$ cat config.mk
export PLATFORM = sky130hd
export DESIGN_NAME = byte_alu
export DESIGN_NICKNAME = d
export VERILOG_FILES = /design/src/rtl/byte_alu_pkg.sv /design/src/rtl/byte_alu_addsub.sv /design/src/rtl/byte_alu_logic.sv /design/src/rtl/byte_alu.sv
export SDC_FILE = /design/constraint.sdc
export NUM_CORES = 1
export LEC_CHECK = 0
export CAP_MARGIN = 20
export CELL_PAD_IN_SITES_DETAIL_PLACEMENT = 1
export CELL_PAD_IN_SITES_GLOBAL_PLACEMENT = 2
export CORE_MARGIN = 3
export CORE_UTILIZATION = 33
export DETAILED_ROUTE_END_ITERATION = 8
export DONT_BUFFER_PORTS = 1
export MAX_ROUTING_LAYER = met4
export PLACE_DENSITY_LB_ADDON = 0.12
export SLEW_MARGIN = 20
export SYNTH_ARGS = -nofsm -noshare
export SYNTH_HDL_FRONTEND = slang
export SYNTH_SLANG_ARGS = --single-unit
$ cat constraint.sdc
create_clock -name vclk -period 4.75
set_input_delay 0.95 -clock vclk [all_inputs]
set_output_delay 0.95 -clock vclk [all_outputs]
set_load 0.01 [all_outputs]
$ cat src/rtl/byte_alu_pkg.sv
`timescale 1ns/1ps
package byte_alu_pkg;
   typedef enum logic [2:0] {
      ALU_ADD = 3'd0,
      ALU_ADC = 3'd1,
      ALU_SUB = 3'd2,
      ALU_SBC = 3'd3,
      ALU_AND = 3'd4,
      ALU_XOR = 3'd5,
      ALU_OR  = 3'd6,
      ALU_CMP = 3'd7
   } alu_op_e;

   // flag byte bit positions; X and Y positions match the result bits they copy
   localparam int unsigned FB_C  = 0;
   localparam int unsigned FB_N  = 1;
   localparam int unsigned FB_PV = 2;
   localparam int unsigned FB_X  = 3;
   localparam int unsigned FB_H  = 4;
   localparam int unsigned FB_Y  = 5;
   localparam int unsigned FB_Z  = 6;
   localparam int unsigned FB_S  = 7;
   localparam int unsigned FLAG_W = 8;
endpackage

$ cat src/rtl/byte_alu_addsub.sv
`timescale 1ns/1ps
// Shared adder/subtractor: subtraction adds the inverted operand with an
// inverted carry-in, and the carries come back out as true borrows.
module byte_alu_addsub #(
   parameter int unsigned DW  = 8,
   parameter int unsigned NIB = 4
) (
   input  logic [DW-1:0] a,
   input  logic [DW-1:0] b,
   input  logic          sub,
   input  logic          cin,
   output logic [DW-1:0] sum,
   output logic          carry,
   output logic          half,
   output logic          ovf
);
   localparam int unsigned TOPB = DW - 1;

   generate
      if (NIB == 0 || NIB >= DW) begin : g_bad_nib
         $error("byte_alu_addsub: NIB must lie strictly inside DW");
      end
   endgenerate

   logic [DW-1:0] b_eff;
   logic          ci_eff;
   logic [DW:0]   full_sum;
   logic [NIB:0]  low_sum;

   always_comb begin
      b_eff    = sub ? ~b : b;
      ci_eff   = sub ? ~cin : cin;
      full_sum = {1'b0, a} + {1'b0, b_eff} + {{DW{1'b0}}, ci_eff};
      low_sum  = {1'b0, a[NIB-1:0]} + {1'b0, b_eff[NIB-1:0]} + {{NIB{1'b0}}, ci_eff};
      sum      = full_sum[DW-1:0];
      carry    = full_sum[DW] ^ sub;
      half     = low_sum[NIB] ^ sub;
      ovf      = (a[TOPB] == b_eff[TOPB]) && (full_sum[TOPB] != a[TOPB]);
   end
endmodule

$ cat src/rtl/byte_alu_logic.sv
`timescale 1ns/1ps
// Bitwise unit with even-parity output built as a generated XOR chain.
module byte_alu_logic #(
   parameter int unsigned DW = 8
) (
   input  logic [DW-1:0] a,
   input  logic [DW-1:0] b,
   input  logic [1:0]    sel,   // 0 AND, 1 XOR, 2 OR
   output logic [DW-1:0] res,
   output logic          even
);
   logic [DW:0] chain;

   always_comb begin
      unique case (sel)
         2'd0:    res = a & b;
         2'd1:    res = a ^ b;
         default: res = a | b;
      endcase
   end

   assign chain[0] = 1'b1;
   generate
      for (genvar gi = 0; gi < DW; gi++) begin : g_par
         assign chain[gi+1] = chain[gi] ^ res[gi];
      end
   endgenerate
   assign even = chain[DW];
endmodule

$ cat src/rtl/byte_alu.sv
`timescale 1ns/1ps
module byte_alu #(
   parameter int unsigned DW  = 8,
   parameter int unsigned NIB = 4,
   parameter int unsigned XB  = 3,
   parameter int unsigned YB  = 5
) (
   input  logic [2:0]      op_sel,
   input  logic            wide_mode,
   input  logic [2*DW-1:0] opnd_a,
   input  logic [2*DW-1:0] opnd_b,
   input  logic [7:0]      flags_in,
   output logic [2*DW-1:0] result,
   output logic            wr_en,
   output logic [7:0]      flags_out
);
   import byte_alu_pkg::*;

   localparam int unsigned WW   = 2 * DW;
   localparam int unsigned WNIB = WW - NIB;
   localparam int unsigned WXB  = WW - DW + XB;
   localparam int unsigned WYB  = WW - DW + YB;

   generate
      if (DW != FLAG_W) begin : g_bad_dw
         $error("byte_alu: DW must equal the flag byte width");
      end
      if (YB >= DW || XB >= DW || NIB >= DW) begin : g_bad_pos
         $error("byte_alu: bit positions out of range");
      end
   endgenerate

   alu_op_e op;
   logic    is_sub, use_c, is_logic, is_cmp;

   always_comb begin
      op       = alu_op_e'(op_sel);
      is_cmp   = (op == ALU_CMP);
      is_sub   = (op == ALU_SUB) || (op == ALU_SBC) || is_cmp;
      use_c    = (op == ALU_ADC) || (op == ALU_SBC);
      is_logic = (op == ALU_AND) || (op == ALU_XOR) || (op == ALU_OR);
   end

   // byte arithmetic path
   logic [DW-1:0] ar_sum;
   logic          ar_c, ar_h, ar_v;
   byte_alu_addsub #(.DW(DW), .NIB(NIB)) u_byte_arith (
      .a     (opnd_a[DW-1:0]),
      .b     (opnd_b[DW-1:0]),
      .sub   (is_sub),
      .cin   (use_c & flags_in[FB_C]),
      .sum   (ar_sum),
      .carry (ar_c),
      .half  (ar_h),
      .ovf   (ar_v)
   );

   // bitwise path
   logic [DW-1:0] lg_res;
   logic          lg_even;
   byte_alu_logic #(.DW(DW)) u_bitwise (
      .a    (opnd_a[DW-1:0]),
      .b    (opnd_b[DW-1:0]),
      .sel  (op_sel[1:0]),
      .res  (lg_res),
      .even (lg_even)
   );

   // wide add path, half carry taken NIB bits below the top
   logic [WW-1:0] wd_sum;
   logic          wd_c, wd_h, wd_v;
   byte_alu_addsub #(.DW(WW), .NIB(WNIB)) u_wide_add (
      .a     (opnd_a),
      .b     (opnd_b),
      .sub   (1'b0),
      .cin   (1'b0),
      .sum   (wd_sum),
      .carry (wd_c),
      .half  (wd_h),
      .ovf   (wd_v)
   );

   logic [DW-1:0] byte_res;
   logic [DW-1:0] xy_src;

   always_comb begin
      byte_res  = is_logic ? lg_res : ar_sum;
      xy_src    = is_cmp ? opnd_b[DW-1:0] : byte_res;
      flags_out = '0;
      if (wide_mode) begin
         result            = wd_sum;
         wr_en             = 1'b1;
         flags_out[FB_S]   = flags_in[FB_S];
         flags_out[FB_Z]   = flags_in[FB_Z];
         flags_out[FB_PV]  = flags_in[FB_PV];
         flags_out[FB_C]   = wd_c;
         flags_out[FB_H]   = wd_h;
         flags_out[FB_N]   = 1'b0;
         flags_out[FB_X]   = wd_sum[WXB];
         flags_out[FB_Y]   = wd_sum[WYB];
      end else begin
         result            = {{DW{1'b0}}, byte_res};
         wr_en             = !is_cmp;
         flags_out[FB_S]   = byte_res[DW-1];
         flags_out[FB_Z]   = (byte_res == '0);
         flags_out[FB_X]   = xy_src[XB];
         flags_out[FB_Y]   = xy_src[YB];
         flags_out[FB_N]   = is_sub;
         if (is_logic) begin
            flags_out[FB_H]  = (op == ALU_AND);
            flags_out[FB_C]  = 1'b0;
            flags_out[FB_PV] = lg_even;
         end else begin
            flags_out[FB_H]  = ar_h;
            flags_out[FB_C]  = ar_c;
            flags_out[FB_PV] = ar_v;
         end
      end
   end

   // guards next to the flag merge
   always_comb begin
      if (!wide_mode && op_sel == 3'd7) begin
         a_r7_cmp_no_write: assert (!wr_en && flags_out[FB_N])
            else $error("compare must not write back and must set N");
      end
      if (!wide_mode && op_sel != 3'd7) begin
         a_r8_zero_flag: assert (flags_out[FB_Z] == (result == '0))
            else $error("zero flag disagrees with result");
      end
      if (!wide_mode && op_sel[2] && op_sel != 3'd7) begin
         a_r5_logic_clears_cn: assert (!flags_out[FB_C] && !flags_out[FB_N])
            else $error("bitwise op left C or N set");
      end
      if (wide_mode) begin
         a_r9_wide_keeps_szv: assert (flags_out[FB_S] == flags_in[FB_S] &&
                                      flags_out[FB_Z] == flags_in[FB_Z] &&
                                      flags_out[FB_PV] == flags_in[FB_PV] &&
                                      !flags_out[FB_N] && wr_en)
            else $error("wide add disturbed S/Z/PV or N");
      end
      if (!wide_mode) begin
         a_r8_upper_clear: assert (result[WW-1:DW] == '0)
            else $error("byte op drove upper result bits");
      end
   end
endmodule

== Yosys cells after proc, flatten, opt, wreduce, memory -nomap -nowiden ==
Cells that the tools add are included.

* Register bits after elaboration: 0
* Bits of input ports: 44

* Equal/unequal tests: 10
* Mux-type cells: 11
* Bitwise logic cells: 16
* Reduce and logical (&&, ||, !) cells: 9
* Add/sub/neg operators: 6

{| class="wikitable"
|+ Operators by type and width
! kind !! number
|-
| 8-bit 2-to-1 mux || 3
|-
| 16-bit by 16-bit adder with 17-bit output || 1
|-
| 16-bit 2-to-1 mux || 1
|-
| 8-bit one-hot mux with 2 select lines || 1
|-
| 12-bit by 12-bit adder with 13-bit output || 1
|-
| 3-bit equality test, second input constant || 4
|-
| 8-bit by 8-bit adder with 9-bit output || 1
|-
| 9-bit by 1-bit adder with 9-bit output || 1
|-
| 1-bit bitwise XOR || 9
|-
| 8-bit AND || 1
|-
| 8-bit zero test || 1
|-
| 8-bit inverter || 1
|-
| 8-bit OR || 1
|-
| 8-bit bitwise XOR || 1
|-
| 3-bit by 2-bit equality test with 1-bit output, second input constant || 2
|-
| 6-bit 2-to-1 mux || 1
|-
| 4-bit by 4-bit adder with 5-bit output || 1
|-
| 5-bit by 1-bit adder with 5-bit output || 1
|-
| 1-bit logical OR || 5
|-
| 1-bit 2-to-1 mux || 5
|-
| 3-bit by 1-bit equality test with 1-bit output, second input constant || 1
|-
| 2-bit by 1-bit equality test with 1-bit output, second input constant || 1
|-
| 2-bit zero test || 1
|-
| 1-bit inverter || 2
|-
| 5 further kinds || 5
|}

== Logic depth before layout (Yosys ltp) ==
* Depth after elaboration: 12
* Gate-level depth with buffers: 15
* Depth with buffers taken out: 13

== By module ==
From an unflattened synthesis, not the netlist that was laid out.

* Cell total of the unflattened synthesis: 301
* Area total of the unflattened synthesis: 2,371.0 um^2

{| class="wikitable"
|+ By module, submodules not included
! module !! cells each !! area each (um^2) !! instances !! seq. area each (um^2)
|-
| byte_alu_addsub at u_wide_add || 118 || 968.4 || 1 || 0.0
|-
| byte_alu_logic || 57 || 500.5 || 1 || 0.0
|-
| byte_alu || 76 || 478.0 || 1 || 0.0
|-
| byte_alu_addsub at u_byte_arith || 50 || 424.2 || 1 || 0.0
|}

== Worst setup path before layout ==
OpenSTA, ideal clock, no wires.

* Kind: in2out
* From: in op_sel[0]
* To: out flags_out[6]
* Data arrival time: 3,679 ps
* Path slack: 121 ps
* Stages: 14
* Path through: buf_6 -> buf_6 -> o21ai_0 -> buf_2 -> xnor2_1 -> fa_1 -> fa_1 -> nand2b_1 -> a21oi_1 -> o21a_1 -> o21ai_0 -> a31oi_1 -> and4_1 -> a22o_1

* Word-level cells in the longest chain between the ends: 9

{| class="wikitable"
|+ Ends and longest elaborated chain
! element !! RTL line !! text
|-
| start, declared || byte_alu.sv:8 || <nowiki>input logic [2:0] op_sel,</nowiki>
|-
| 3-bit by 2-bit equality test with 1-bit output, or another cell as far along || byte_alu.sv:39 || <nowiki>is_sub = (op == ALU_SUB) || (op == ALU_SBC) || is_cmp;</nowiki>
|-
| 1-bit logical OR (on tied branches) || byte_alu.sv:39, byte_alu.sv:40 ||
|-
| 1-bit logical OR or 1-bit AND (tied branches) || byte_alu.sv:39, byte_alu.sv:51 ||
|-
| 8-bit 2-to-1 mux or 1-bit inverter (tied branches) || byte_alu_addsub.sv:31, byte_alu_addsub.sv:32 ||
|-
| 8-bit by 8-bit adder with 9-bit output or 1-bit 2-to-1 mux (tied branches) || byte_alu_addsub.sv:33, byte_alu_addsub.sv:32 ||
|-
| 9-bit by 1-bit adder with 9-bit output || byte_alu_addsub.sv:33 || <nowiki>full_sum = {1'b0, a} + {1'b0, b_eff} + {{DW{1'b0}}, ci_eff};</nowiki>
|-
| 8-bit 2-to-1 mux (*) || byte_alu.sv:87 || <nowiki>byte_res = is_logic ? lg_res : ar_sum;</nowiki>
|-
| 8-bit zero test (*) || byte_alu.sv:105 || <nowiki>flags_out[FB_Z] = (byte_res == '0);</nowiki>
|-
| 8-bit 2-to-1 mux (*) || byte_alu.sv:90 || <nowiki>if (wide_mode) begin</nowiki>
|-
| end, declared || byte_alu.sv:15 || <nowiki>output logic [7:0] flags_out</nowiki>
|}

Every way passes the cells marked *; elsewhere a longest branch is shown, timed or not.

== Worst setup path in the final report ==
* From: in op_sel[2]
* To: out flags_out[6]

The elaborated chain is that of the path after synthesis.

==> impl_metrics.csv <==
group,metric,value,unit
sta,fmax,222.7,MHz
synthesis,syn-cell-area,0.001969,mm²
sta,finalMaxSlewViolations,0,
die,die_area,0.006931,mm²
routing,vias_per_cell,5.455,
routing,wl_per_cell,17.33,µm
grt,antenna_found_initial,0,
synthesis,synth_xor_xnor_area_share,0.1334,
worst_setup_path,cp_max_fo,6,
routing,drc,0,
worst_setup_path,crit_type,"input port to output port",
synthesis,synth.distinct_cells,46,
sta,hold_slack,1.964,ns
final_layout,syn2layout_area_growth,1.017,%
routing,wl,5753,µm
die,die_w,83.25,µm
pwr,irDropWorstVdd,0.04878,mV
die,start_util,0.3491,
final_layout,seq_area,0,µm²
clocking,holdBufCountCts,0,
pwr,p_int,0.1294,mW
synthesis,synth_area_per_cell,7.348,µm²
final_layout,num_antenna_cells,0,
sta,tightest_slew,0.5634,ns
synthesis,syn-num-nets,347,
pwr,switchingPower,0.1805,mW
grt,overflow,0,
final_layout,drive_gt1_frac,0.06538,
final_layout,final_cell_mix,"32 x ha_1, 23 x a21oi_1, 22 x xnor2_1",
sta,hold_viol,0,
grt,gr-usage-all-layers,0.1664,
placed_design,place_worst_setup_slack,0.2690,ns
hold_path,hold_depth,1,
placed_design,port_buffers,0,
synthesis,synth_compound_area_frac,0.3189,
clocking,cts_setup_buffers,0,
grt,first_global_vias,1822,
pwr,powerDensity,155.8,mW/mm²
final_layout,final_common_cell,"ha_1",
synthesis,yosys.area_share.simple,0.1982,
clocking,cts_resized,0,
run_status,status,"completed",
die,die_h,83.25,µm
final_layout,final_util,0.3526,
grt,grt_pass1_wl,9597,µm
placed_design,gp_congestion,0.7725,
synthesis,yosysWarnings,0,
sta,slew_headroom,0.6240,
sta,fin_crit,4.491,ns
final_layout,seq_cell_count,0,
routing,drt_iter0_drc,18,
worst_setup_path,startpoint_type,"input port",
pwr,p_clk_frac,0,
worst_setup_path,worstPathRequired,3.80,ns
hold_path,worstHoldStart,"wide_mode",
pwr,p_total,0.3099,mW
synthesis,synth_seq_area_share,0,
die,rows,27,
grt,grt_max_degree,24,
synthesis,synth.area.mux_share,0.03621,
flow_run,cap_violations,0,
routing,postRouteAntennaNets,0,
final_layout,fin_nets,341,
worst_setup_path,arrival,3.54,ns
pwr,p_seq_frac,0,
die,core,0.005642,mm²
synthesis,synth_top_family_by_area,"compound AO/OA/AOI/OAI gates",
placed_design,dp_hpwl,4900,µm
pwr,p_leak,0.8979,nW
final_layout,num-clock-buffers,0,
worst_setup_path,end_kind,"output port",
routing,first_pass_iters,4,
synthesis,syn_inst,268,
sta,fin_ws,0.2591,ns
pwr,pwr-share-comb,1.000,
hold_path,hp-class,"input port to output port",
sta,fin_crit_sh,0.9455,
die,num_io_pins,69,
hold_path,worst_hold_path.endpoint,"flags_out[1]",
pwr,swShare,0.5825,
sta,fin_tns_setup,0,ns
routing,vias,1811,
sta,rsz0062_at_grt,"no",
synthesis,synth-adder-area-share,0.2338,
sta,setup_violations,0,
[Yosys cell counts (2+ instances only)]
| cell | n | area (µm²) |
|---|---|---|
| xnor2_1 | 22 | 192.7 |
| nor3_1 | 5 | 25.02 |
| nand3b_1 | 3 | 22.52 |
| xor2_1 | 8 | 70.07 |
| nand3_1 | 5 | 25.02 |
| a21o_1 | 12 | 90.09 |
| buf_6 | 3 | 33.78 |
| inv_1 | 21 | 78.83 |
| nand2_1 | 12 | 45.04 |
| nor2b_1 | 10 | 62.56 |
| nand2b_1 | 7 | 43.79 |
| a211oi_2 | 5 | 62.56 |
| mux2i_1 | 6 | 60.06 |
| or3_1 | 2 | 12.51 |
| clkbuf_1 | 3 | 11.26 |
| o21ai_0 | 19 | 95.09 |
| o21ai_1 | 2 | 10.01 |
| ha_1 | 32 | 400.4 |
| and4_1 | 2 | 17.52 |
| o22ai_1 | 2 | 12.51 |
| a21oi_1 | 23 | 115.1 |
| fa_1 | 3 | 60.06 |
| o21a_1 | 6 | 45.04 |
| nor2_1 | 21 | 78.83 |
| a21oi_2 | 4 | 35.03 |
| a31oi_1 | 5 | 31.28 |
| a211oi_1 | 6 | 45.04 |
[logic make-up after synthesis]
kind of cell / after synthesis
AND/OR/NAND/NOR: 75
multiplexers: 7
AO/OA/AOI/OAI: 91
adder cells (fa/ha/maj): 35
buffers and inverters: 30
XOR/XNOR: 30
[metal layers]
metal	vias up	GRT usage	part of all wire
met1	836	0.2306	0.49
met3	0	0.02282	0.046
li1	943	-	-
met5	-	-	0
met4	0	0	0
met2	32	0.2741	0.46
[final cells by class]
| type | instances | area, µm² |
|---|---|---|
| Fill cell | 709 | 3652 |
| Inverter | 21 | 78.83 |
| Multi-Input combinational cell | 238 | 1813 |
| Tap cell | 72 | 90.09 |
| Timing Repair Buffer | 1 | 7.507 |
[worst max-delay path, stage by stage]
cell and delay (ns):
inv_1 0.14, o21ai_1 0.12, xnor2_1 0.15, fa_1 0.45, fa_1 0.42, nand2b_1 0.16, a21oi_1 0.26, o21a_1 0.16
o21ai_0 0.07, a31oi_1 0.25, and4_1 0.23, a22o_1 0.18
[stage by stage]
step                      std cells  cell area, µm²
after floorplan                 268            1969
after detailed placement        332            1989
after global placement          332            1989
after CTS                       332            1989
after global routing            332            1989
final                           332            1989
[power groups by stage]
stage	clock (mW)	combinational [mW]	sequential (mW)
2_1_floorplan	0	0.264	0
3_3_place_gp	0	0.312	0
3_5_place_dp	0	0.314	0
4_1_cts	0	0.315	0
5_1_grt	0	0.350	0
6_report	0	0.310	0
[worst max-delay path by stage]
stage | to | slack, ns | start
detailed placement | flags_out[6] | 0.27 | op_sel[2]
floorplan | flags_out[6] | 0.12 | op_sel[0]
global placement | flags_out[6] | 0.26 | op_sel[2]
CTS | flags_out[6] | 0.26 | op_sel[2]
global route | flags_out[6] | 0.05 | op_sel[2]
finish | flags_out[6] | 0.26 | op_sel[2]
(Power assumes the default switching activity.)
